## src/rtl/reset_cause_log.sv

```systemverilog
module reset_cause_log #(
  parameter bit PMIC_EN = 1'b1
) (
  input  logic        clk,
  input  logic        rst_n,
  input  logic [8:0]  lv_evt_i,
  input  logic [12:0] hv_evt_i,
  input  logic        por_evt_i,
  input  logic        lv_init_i,
  input  logic        hv_variant_i,
  input  logic        wr_en_i,
  input  logic [31:0] wr_data_i,
  output logic [31:0] cause_o
);

  localparam logic [31:0] LV_MASK   = 32'h0000_01FF;
  localparam logic [31:0] HV_MASK   = 32'h37FF_0000;
  localparam logic [31:0] POR_BIT   = 32'h4000_0000;
  localparam logic [31:0] PMIC_BIT  = 32'h0400_0000;
  localparam logic [31:0] IMPL_MASK = LV_MASK | HV_MASK | POR_BIT;
  localparam logic [31:0] SET_MASK  = PMIC_EN ? IMPL_MASK : (IMPL_MASK & ~PMIC_BIT);

  logic [31:0] cause_q, cause_d;
  logic [31:0] hv_map, set_vec, hw_clr, sw_clr;
  logic        hv_block, lv_wipe;

  assign hv_map = {2'b00, hv_evt_i[12:11], 1'b0, hv_evt_i[10:0], 16'h0000};

  assign hv_block = !por_evt_i && (cause_q[0] || |(cause_q & HV_MASK));

  assign lv_wipe = lv_init_i || por_evt_i || |hv_evt_i[3:0] ||
                   (hv_variant_i && (|hv_evt_i[9:4] || lv_evt_i[0]));

  assign hw_clr = (por_evt_i ? ~POR_BIT : 32'h0) | (lv_wipe ? LV_MASK : 32'h0);
  assign sw_clr = wr_en_i ? wr_data_i : 32'h0;

  assign set_vec = {23'h0, lv_evt_i}
                 | (hv_block ? 32'h0 : hv_map)
                 | (por_evt_i ? POR_BIT : 32'h0);

  assign cause_d = (set_vec | (cause_q & ~hw_clr & ~sw_clr)) & SET_MASK;

  always_ff @(posedge clk or negedge rst_n) begin
    if (!rst_n) cause_q <= POR_BIT;
    else        cause_q <= cause_d;
  end

  assign cause_o = cause_q;

  p_lv_sets_r2: assert property (@(posedge clk) disable iff (!rst_n)
    |lv_evt_i |=> ((cause_q[8:0] & $past(lv_evt_i)) == $past(lv_evt_i)));

  p_hv_hold_r3: assert property (@(posedge clk) disable iff (!rst_n)
    (!por_evt_i && !wr_en_i) |=> ((cause_q & $past(cause_q) & HV_MASK) == ($past(cause_q) & HV_MASK)));

  p_por_wipe_r4: assert property (@(posedge clk) disable iff (!rst_n)
    (por_evt_i && lv_evt_i == 9'd0 && hv_evt_i == 13'd0) |=> (cause_q == POR_BIT));

  p_hv_block_r5: assert property (@(posedge clk) disable iff (!rst_n)
    (!por_evt_i && (cause_q[0] || |(cause_q & HV_MASK))) |=> ((cause_q & ~$past(cause_q) & HV_MASK) == 32'h0));

  p_wdt_free_r6: assert property (@(posedge clk) disable iff (!rst_n)
    lv_evt_i[0] |=> cause_q[0]);

  p_lv_init_r7: assert property (@(posedge clk) disable iff (!rst_n)
    (lv_init_i && lv_evt_i == 9'd0) |=> (cause_q[8:0] == 9'd0));

  p_variant_r8: assert property (@(posedge clk) disable iff (!rst_n)
    (hv_variant_i && |hv_evt_i[9:4] && lv_evt_i == 9'd0) |=> (cause_q[8:0] == 9'd0));

  p_event_wins_r10: assert property (@(posedge clk) disable iff (!rst_n)
    (lv_init_i && |lv_evt_i) |=> ((cause_q[8:0] & $past(lv_evt_i)) == $past(lv_evt_i)));

  p_reserved_r11: assert property (@(posedge clk) disable iff (!rst_n)
    (cause_q & ~IMPL_MASK) == 32'h0);

  p_set_wins_r12: assert property (@(posedge clk) disable iff (!rst_n)
    (wr_en_i && |(wr_data_i[8:0] & lv_evt_i)) |=>
      ((cause_q[8:0] & $past(wr_data_i[8:0] & lv_evt_i)) == $past(wr_data_i[8:0] & lv_evt_i)));

  generate
    if (!PMIC_EN) begin : g_no_pmic
      p_pmic_off_r9: assert property (@(posedge clk) disable iff (!rst_n) !cause_q[26]);
    end
  endgenerate

endmodule

```

## config.mk

```make
export PLATFORM = sky130hd
export DESIGN_NAME = reset_cause_log
export DESIGN_NICKNAME = d
export VERILOG_FILES = /design/src/rtl/reset_cause_log.sv
export SDC_FILE = /design/constraint.sdc
export NUM_CORES = 1
export LEC_CHECK = 0
export BUFFER_PORTS_ARGS = -buffer_cell sky130_fd_sc_hd__clkbuf_2
export CORE_MARGIN = 4
export CORE_UTILIZATION = 40
export DETAILED_ROUTE_END_ITERATION = 16
export GPL_ROUTABILITY_DRIVEN = 1
export GPL_TIMING_DRIVEN = 0
export PLACE_DENSITY = 0.8
export SYNTH_ARGS = -nofsm -noshare
export SYNTH_HDL_FRONTEND = slang
export SYNTH_SLANG_ARGS = --single-unit
```

## constraint.sdc

```tcl
create_clock -name clk -period 1.5 [get_ports clk]
set_clock_uncertainty 0.05 [all_clocks]
set_input_delay 0.15 -clock clk [delete_from_list [all_inputs] [get_ports clk]]
set_output_delay 0.15 -clock clk [all_outputs]
set_load 0.02 [all_outputs]
```

**Yosys cells after proc, flatten, opt, wreduce, memory -nomap -nowiden**

Index checks and enable logic that the tools add are counted.

- Output and inout bits: 32
- Logic and storage cells: 25
- Flip-flop bits (word level): 23
- Input port bits: 60

- Multiplexer cells: 5
- Bitwise logic cells: 8
- Reductions and logical operators: 11

Operators with widths:

| cell | count |
|---|---|
| 31-bit bitwise AND | 2 |
| 31-bit 2-to-1 mux | 2 |
| 31-bit NOT | 2 |
| 30-bit 2-to-1 mux | 2 |
| 30-bit by 31-bit OR with 31-bit output | 1 |
| 31-bit OR | 1 |
| 31-bit by 9-bit OR with 31-bit output | 1 |
| 9-bit by 30-bit OR with 30-bit output | 1 |
| 13-bit OR reduction | 1 |
| 9-bit 2-to-1 mux | 1 |
| 6-bit OR reduction | 1 |
| 1-bit logical OR | 5 |
| 4-bit OR reduction | 1 |
| 1-bit logical AND | 2 |
| 1-bit zero test | 1 |

**Depth between registers and ports, before layout**

Gate-level depths: netlist of run 1.

- Word-level depth: 10
- Mapped depth: 4
- Gate-level depth less buffers: 3

**Least setup slack after synthesis of run 1**

No wires, ideal clock.

- Kind: input -> register
- Start point: input hv_evt_i[6]
- End point: register cause_q[0] (netlist: cause_o[0])
- Data required time: 1383 ps
- Library setup time: 67 ps
- Path buffers: 0
- Setup slack: 108 ps
- Stages: 3
- Arrival: 1275 ps
- Path through: or4_4 -> o41ai_4 -> a41o_1

- Word-level cells in the longest chain between the ends: 10

RTL lines:

| element | line | source |
|---|---|---|
| from (decl) | 7 | `input logic [12:0] hv_evt_i,` |
| 6-bit OR reduction | 32 | `(hv_variant_i && (\|hv_evt_i[9:4] \|\| lv_evt_i[0]));` |
| 1-bit logical OR | 32 |  |
| 1-bit logical AND | 32 |  |
| 1-bit logical OR | 31 | `assign lv_wipe = lv_init_i \|\| por_evt_i \|\| \|hv_evt_i[3:0] \|\|` |
| 9-bit 2-to-1 mux | 34 | `assign hw_clr = (por_evt_i ? ~POR_BIT : 32'h0) \| (lv_wipe ? LV_MASK : 32'h0);` |
| 31-bit by 9-bit OR with 31-bit output | 34 |  |
| 31-bit NOT | 41 | `assign cause_d = (set_vec \| (cause_q & ~hw_clr & ~sw_clr)) & SET_MASK;` |
| 31-bit bitwise AND (2 in series) | 41 |  |
| 31-bit OR | 41 |  |
| net cause_d[0] | 23 | `logic [31:0] cause_q, cause_d;` |
| to (signal assigned) | 45 | `else cause_q <= cause_d;` |
| to (decl) | 23 |  |

The timed path passes the listed nets, and every way through them passes these cells.

**Worst setup path after layout of run 1**

- Start point: input hv_evt_i[6]
- End point: register cause_q[6] (netlist: cause_o[6])

Same word-level chain as after synthesis.

==> flow_summary.json, run 1 <==
{
  "clock-sinks": 23,
  "finalMaxSlewViolations": 0,
  "status": "finished, final reports clean",
  "critPathKind": "in2reg",
  "power.share.combinational_pct": 28.2,
  "multi_input_area_um2": 574,
  "synth_cell_types": 20,
  "vdd_drop_max_uv": 433,
  "globalplace.congestion": 0.734,
  "dieArea_mm2": 0.00403,
  "syn_area_mm2": 0.00123,
  "cap_violations": 0,
  "insertion_delay_ps": 310,
  "via_count": 1205,
  "synth_area_per_cell_um2": 10.3,
  "mostFrequentLayoutCell": "clkbuf_2",
  "start_kind": "primary input",
  "path_buf_inv": 1,
  "ios": 92,
  "rsz0062_at_grt": "no",
  "power.density_mw_per_mm2": 762,
  "vias_per_cell": 4.90,
  "cts_tree": "built",
  "path_depth": 4,
  "cp.arrival_ps": 1580,
  "whs_path_depth": 3,
  "p_total_mw": 1.40,
  "antenna_found_initial": 0,
  "worstPathRequired_ps": 1710,
  "grt_max_degree": 24,
  "fp.dieH_um": 63.5,
  "drt-initial-drc-count": 29,
  "wl_um": 3340,
  "die_w_um": 63.5,
  "min_period_over_period_pct": 91.8,
  "clk_pin_slew_ps": 120,
  "slew_headroom_pct": 59.3,
  "worstSetupEndpointType": "register",
  "r2r_cells": 4,
  "dp_hpwl_um": 2570,
  "root_buffer": "clkbuf_4",
  "max_freq_mhz": 726,
  "largest_reg_flops": 23,
  "nets": 276,
  "seq_area_um2": 577,
  "place_ws_ps": -202,
  "layout-drive-gt1-share_pct": 44.7,
  "final_util_pct": 64.3,
  "setup_violations": 0,
  "core_mm2": 0.00285,
  "drc_errors": 0,
  "cts_buffers": 3,
  "final_cell_mix": "72 x clkbuf_2, 22 x dfrtp_1, 13 x inv_1, 13 x a21boi_0, 13 x mux2i_1",
  "crit_fanout": 9,
  "grt_overflow": 0,
  "slowest_delay_ps": 540,
  "hold_viol": 0,
  "ys_ff_latch": 23,
  "insertedDiodeCount": 0,
  "p_int_mw": 0.951,
  "layout_setup_ws_ps": 122,
  "area_growth_syn_to_layout_pct": 49.0,
  "swShare_pct": 31.9,
  "grt_pass1_wl_um": 5420,
  "p_clk_share_pct": 20.6,
  "switchingPower_mw": 0.445,
  "cp_top_family": "compound AO/OA/AOI/OAI gates",
  "synth-seq-area-share_pct": 46.9,
  "p_leak_nw": 1.03,
  "grtUsageTotal_pct": 16.8,
  "tightest_slew_ps": 608,
  "post_drt_wl_per_cell_um": 13.6,
  "portBuffers": 72,
  "fin_setup_tns_ps": 0,
  "grt_pass1_vias": 1202,
  "fillers": 238,
  "period_needed_ps": 1380,
  "start_util_pct": 43.1,
  "clock_path_buffers": 2,
  "cpMaxStageDelayCell": "or4_4",
  "hold_class": "in2reg",
  "dr.pass1.iters": 4,
  "netlist_instances": 119,
  "rows": 19,
  "yosysWarningCount": 0,
  "htreeDepth": 1,
  "path_cells": "clkbuf_2, or4_4, o41ai_4, a41o_1",
  "p_seq_share_pct": 51.3,
  "ant_nets": 0
}
[worst min-delay path: stages]
cell	delay, ps
clkbuf_2	90
inv_1	50
o21ai_1	60
[metrics by stage]
stage / hold slack (ps) / instances / cell area [um2]
2_1_floorplan: -196 / 127 / 1260
3_3_place_gp: 117 / 230 / 1660
4_1_cts: 10.4 / 245 / 1800
3_5_place_dp: 130 / 230 / 1660
5_1_grt: 36.6 / 246 / 1830
6_report: 14.7 / 246 / 1830
[routing by layer]
metal,vias to the layer above,share of wire (%),GRT usage (%)
met5,-,0,0
met4,0,0.81,5.66
met3,4,9.2,3.91
met2,61,48,29.3
met1,540,42,20.2
li1,600,-,-
[kinds of logic (layout without fill, tap and decap cells)]
kind of cell           count (synthesis)  in the layout  share of synthesized area, %
AOI/OAI and AO/OA                     37             37                          23.4
buffers and inverters                 27            115                          11.1
DFF                                   23             23                          46.9
and+or+nand+nor                       18             18                          7.73
muxes                                 13             13                          10.6
other                                  1              9                         0.305
[repair_timing]
action	CTS	global route
hold endpoints to repair	31	0
endpoints found under the setup margin	10	13
pin swaps	1	2
hold buffers	10	0
cloned	0	0
resized for setup	2	6
buffers inserted	1	1
[Yosys cell counts]
cell type  count  area share (%)
a21boi_0      13             7.9
a21o_1         1            0.61
nand2_1       10             3.1
o41ai_4        1             2.2
nor3_2         1            0.81
mux2i_1       13              11
nor2_1         1            0.30
nor4_1         3             1.5
inv_1         13             4.0
conb_1         1            0.30
clkbuf_1       4             1.2
o21ai_0       13             5.3
buf_2          1            0.41
dfrtp_1       22              45
dfstp_2        1             2.1
or4_1          1            0.61
nand4_1        1            0.51
or4_4          1            0.92
buf_4          9             5.5
a41o_1         9             7.3
[layout make-up]
cell class | instances | area share [%]
flip-flops and latches | 23 | 31.5
multi-input cells | 77 | 31.3
repair buffers | 84 | 25.9
plain buffers | 14 | 4.98
inverters | 13 | 2.66
well taps | 31 | 2.12
clock buffers | 3 | 1.23
clock inverters | 1 | 0.273
[power groups by stage]
stage               sequential (mW)  clock (mW)  combinational [mW]
floorplan                     0.774           0               0.144
global placement              0.717           0               0.360
detailed placement            0.717           0               0.366
CTS                           0.709       0.298               0.387
global route                  0.723       0.315               0.432
finish                        0.716       0.287               0.393
[worst paths after layout]
check                              from           to  slack (ps)
setup / recovery            hv_evt_i[6]   cause_o[6]         120
hold / removal             hv_evt_i[12]  cause_o[29]          10
setup reg to reg             cause_o[0]  cause_o[23]         130
hold reg to reg             cause_o[30]  cause_o[30]         470
max in group asynchronous         rst_n  cause_o[18]         720
min in group asynchronous         rst_n  cause_o[25]         300
Power figures use the tool's default switching activity.
==> inputs of run 2 (changes only) <==
--- a/config.mk
+++ b/config.mk
@@ -5,13 +5,15 @@
 export SDC_FILE = /design/constraint.sdc
 export NUM_CORES = 1
 export LEC_CHECK = 0
+export ABC_AREA = 1
 export BUFFER_PORTS_ARGS = -buffer_cell sky130_fd_sc_hd__clkbuf_2
 export CORE_MARGIN = 4
-export CORE_UTILIZATION = 40
+export CORE_UTILIZATION = 39
 export DETAILED_ROUTE_END_ITERATION = 16
 export GPL_ROUTABILITY_DRIVEN = 1
 export GPL_TIMING_DRIVEN = 0
-export PLACE_DENSITY = 0.8
+export PLACE_DENSITY = 0.79
+export SLEW_MARGIN = 20
 export SYNTH_ARGS = -nofsm -noshare
 export SYNTH_HDL_FRONTEND = slang
 export SYNTH_SLANG_ARGS = --single-unit
==> flow_summary.json, run 2 <==
{
  "status": "finished, final reports clean",
  "worstPathRequired_ps": 1710,
  "period_needed_ps": 1360,
  "r2r_end": "cause_o[28]",
  "synth-seq-area-share_pct": 48.7,
  "nets": 318,
  "fin_setup_tns_ps": 0,
  "ios": 92,
  "min_from": "hv_evt_i[1]",
  "syn_area_mm2": 0.00118,
  "dr.pass1.iters": 4,
  "path_buf_inv": 2,
  "die_w_um": 63.1,
  "cts_setup_buffers": 0,
  "met1_usage_pct": 22.0,
  "cp_common_cell": "nand2_1",
  "power.density_mw_per_mm2": 738,
  "worstSetupEndpointType": "register",
  "grt_most_used_layer": "met2",
  "multi_input_area_um2": 515,
  "clock-sinks": 23,
  "root_buffer": "clkbuf_4",
  "ant_nets": 0,
  "start_util_pct": 41.9,
  "cpMaxStageDelayCell": "dlygate4sd3_1",
  "drt-initial-drc-count": 36,
  "synth_most_common_cell": "nand2_1",
  "rows": 19,
  "dieArea_mm2": 0.00398,
  "cts_tree": "built",
  "dp_hpwl_um": 2530,
  "clk_pin_slew_ps": 130,
  "grtUsageTotal_pct": 18.2,
  "start_kind": "primary input",
  "largest_reg_flops": 23,
  "yosysWarningCount": 0,
  "netlist_instances": 153,
  "cts_buffers": 3,
  "ys_ff_latch": 23,
  "min_period_over_period_pct": 90.8,
  "synth_edf_count": 0,
  "drc_errors": 0,
  "p_leak_nw": 1.07,
  "hold_viol": 0,
  "fp.dieH_um": 63.1,
  "hold_class": "in2reg",
  "final_area_mm2": 0.00184,
  "yosys-top-cells-count": "58 x nand2_1, 22 x dfrtp_1, 22 x nand3_1",
  "cp.arrival_ps": 1570,
  "area_growth_syn_to_layout_pct": 55.5,
  "portBuffers": 73,
  "path_cells": "dlygate4sd3_1, clkbuf_2, nor2_1, nand2_1, o21ai_2, nand3_1, nand2_1",
  "wl_um": 3450,
  "grt_overflow": 0,
  "globalplace.congestion": 0.808,
  "ys.flop_type": "dfrtp_1",
  "whs_path_depth": 3,
  "grt_pass1_wl_um": 5840,
  "holdPathEnd": "cause_o[17]",
  "slowest_delay_ps": 540,
  "placed_cell_area_mm2": 0.00162,
  "layout-drive-gt1-share_pct": 35.8,
  "insertion_delay_ps": 300,
  "grt_max_degree": 24,
  "worstReg2RegStart": "cause_o[21]",
  "clock_path_buffers": 2,
  "antenna_found_initial": 0,
  "synthTopCellsByArea": "dfrtp_1 46%, nand2_1 18%, nand3_1 9.3%",
  "rsz0062_at_grt": "no",
  "crit_fanout": 9,
  "seq_area_um2": 577,
  "synth_area_per_cell_um2": 7.74,
  "synth_xor_area_share_pct": 0,
  "fillers": 276,
  "max_freq_mhz": 735,
  "met3_usage_pct": 3.91,
  "synthAdderAreaFrac_pct": 0,
  "post_drt_wl_per_cell_um": 12.0,
  "cp_top_family": "buffers and inverters",
  "grt_util_met2_pct": 33.3,
  "critPathKind": "in2reg",
  "finalMaxSlewViolations": 0,
  "final_cell_mix": "73 x clkbuf_2, 58 x nand2_1, 22 x nand3_1, 22 x dfrtp_1, 19 x dlygate4sd3_1",
  "tightest_slew_ps": 597,
  "synth_top_family_by_area": "simple AND/OR/NAND/NOR gates",
  "synth_compound_area_share_pct": 6.44,
  "synth_top_area_share_pct": 46.5,
  "core_mm2": 0.00283,
  "vdd_drop_max_uv": 441,
  "path_depth": 7,
  "grt_pass1_vias": 1310,
  "ys_async_sr_fraction_pct": 100,
  "vias_per_cell": 4.49,
  "cap_violations": 0,
  "htreeDepth": 1,
  "r2r_cells": 7,
  "yosys.area.top_type": "dfrtp_1",
  "via_count": 1292,
  "mostFrequentLayoutCell": "clkbuf_2",
  "insertedDiodeCount": 0,
  "synth_simple_gate_area_share_pct": 33.7,
  "slew_headroom_pct": 60.2,
  "synthMuxAreaShare_pct": 0,
  "synth_cell_types": 16,
  "setup_violations": 0,
  "rrSetupSlack_ps": 210
}
run 2: how the worst max path moves through the flow:
stage / startpoint / endpoint
2_1_floorplan: cause_o[21] / cause_o[19]
3_3_place_gp: cause_o[21] / cause_o[26]
3_5_place_dp: cause_o[21] / cause_o[19]
4_1_cts: hv_evt_i[0] / cause_o[6]
5_1_grt: hv_evt_i[9] / cause_o[8]
6_report: hv_evt_i[9] / cause_o[6]
run 2: per-stage QoR:
step                setup WS (ps)  instances  utilization, %  hold WS [ps]  power [mW]
finish                        139        288            65.1          7.90        1.36
global route                 53.7        288            65.1         0.312        1.46
CTS                          44.7        288            64.9          4.28        1.37
detailed placement            226        265            57.2           124        1.05
global placement              247        265            57.2           118        1.04
floorplan                     259        161               -          -196       0.893
run 2: layout make-up:
class / instances / area share [%]
well taps: 31 / 2.10
flip-flops and latches: 23 / 31.3
plain buffers: 13 / 4.96
clock inverters: 1 / 0.272
repair buffers: 92 / 30.1
inverters: 10 / 2.04
multi-input cells: 115 / 28.0
clock buffers: 3 / 1.22
run 2: logic make-up (layout without fill, tap and decap cells):
| logic type | Yosys count | count (layout) |
|---|---|---|
| AOI/OAI and AO/OA | 10 | 10 |
| DFF | 23 | 23 |
| and+or+nand+nor | 96 | 96 |
| other | 1 | 9 |
| buffers and inverters | 23 | 119 |
run 2: routing by layer:
layer  up-vias  part of all wire (%)
met1       573                    40
met2        48                    53
li1        669                     -
met5         -                     0
met3         2                   6.8
met4         0                  0.38
run 2: worst reg2reg max path: stages, from the launching register on:
cell and delay [ps]:
dfrtp_1 410, or2_1 230, nor2_1 120, nand2_1 70, nand2_2 90, buf_6 150, nand2_1 60, nand2_1 60
run 2: report_power, final:
part	internal, mW	switching (mW)
Sequential	0.665	0.0299
Combinational	0.169	0.209
Clock	0.0993	0.188
Total	0.933	0.428
run 2: what timing repair did:
action,in CTS,in global routing
endpoints found under the setup margin,0,3
resized for setup,0,1
hold buffers,19,0
endpoints found under the hold margin,40,0
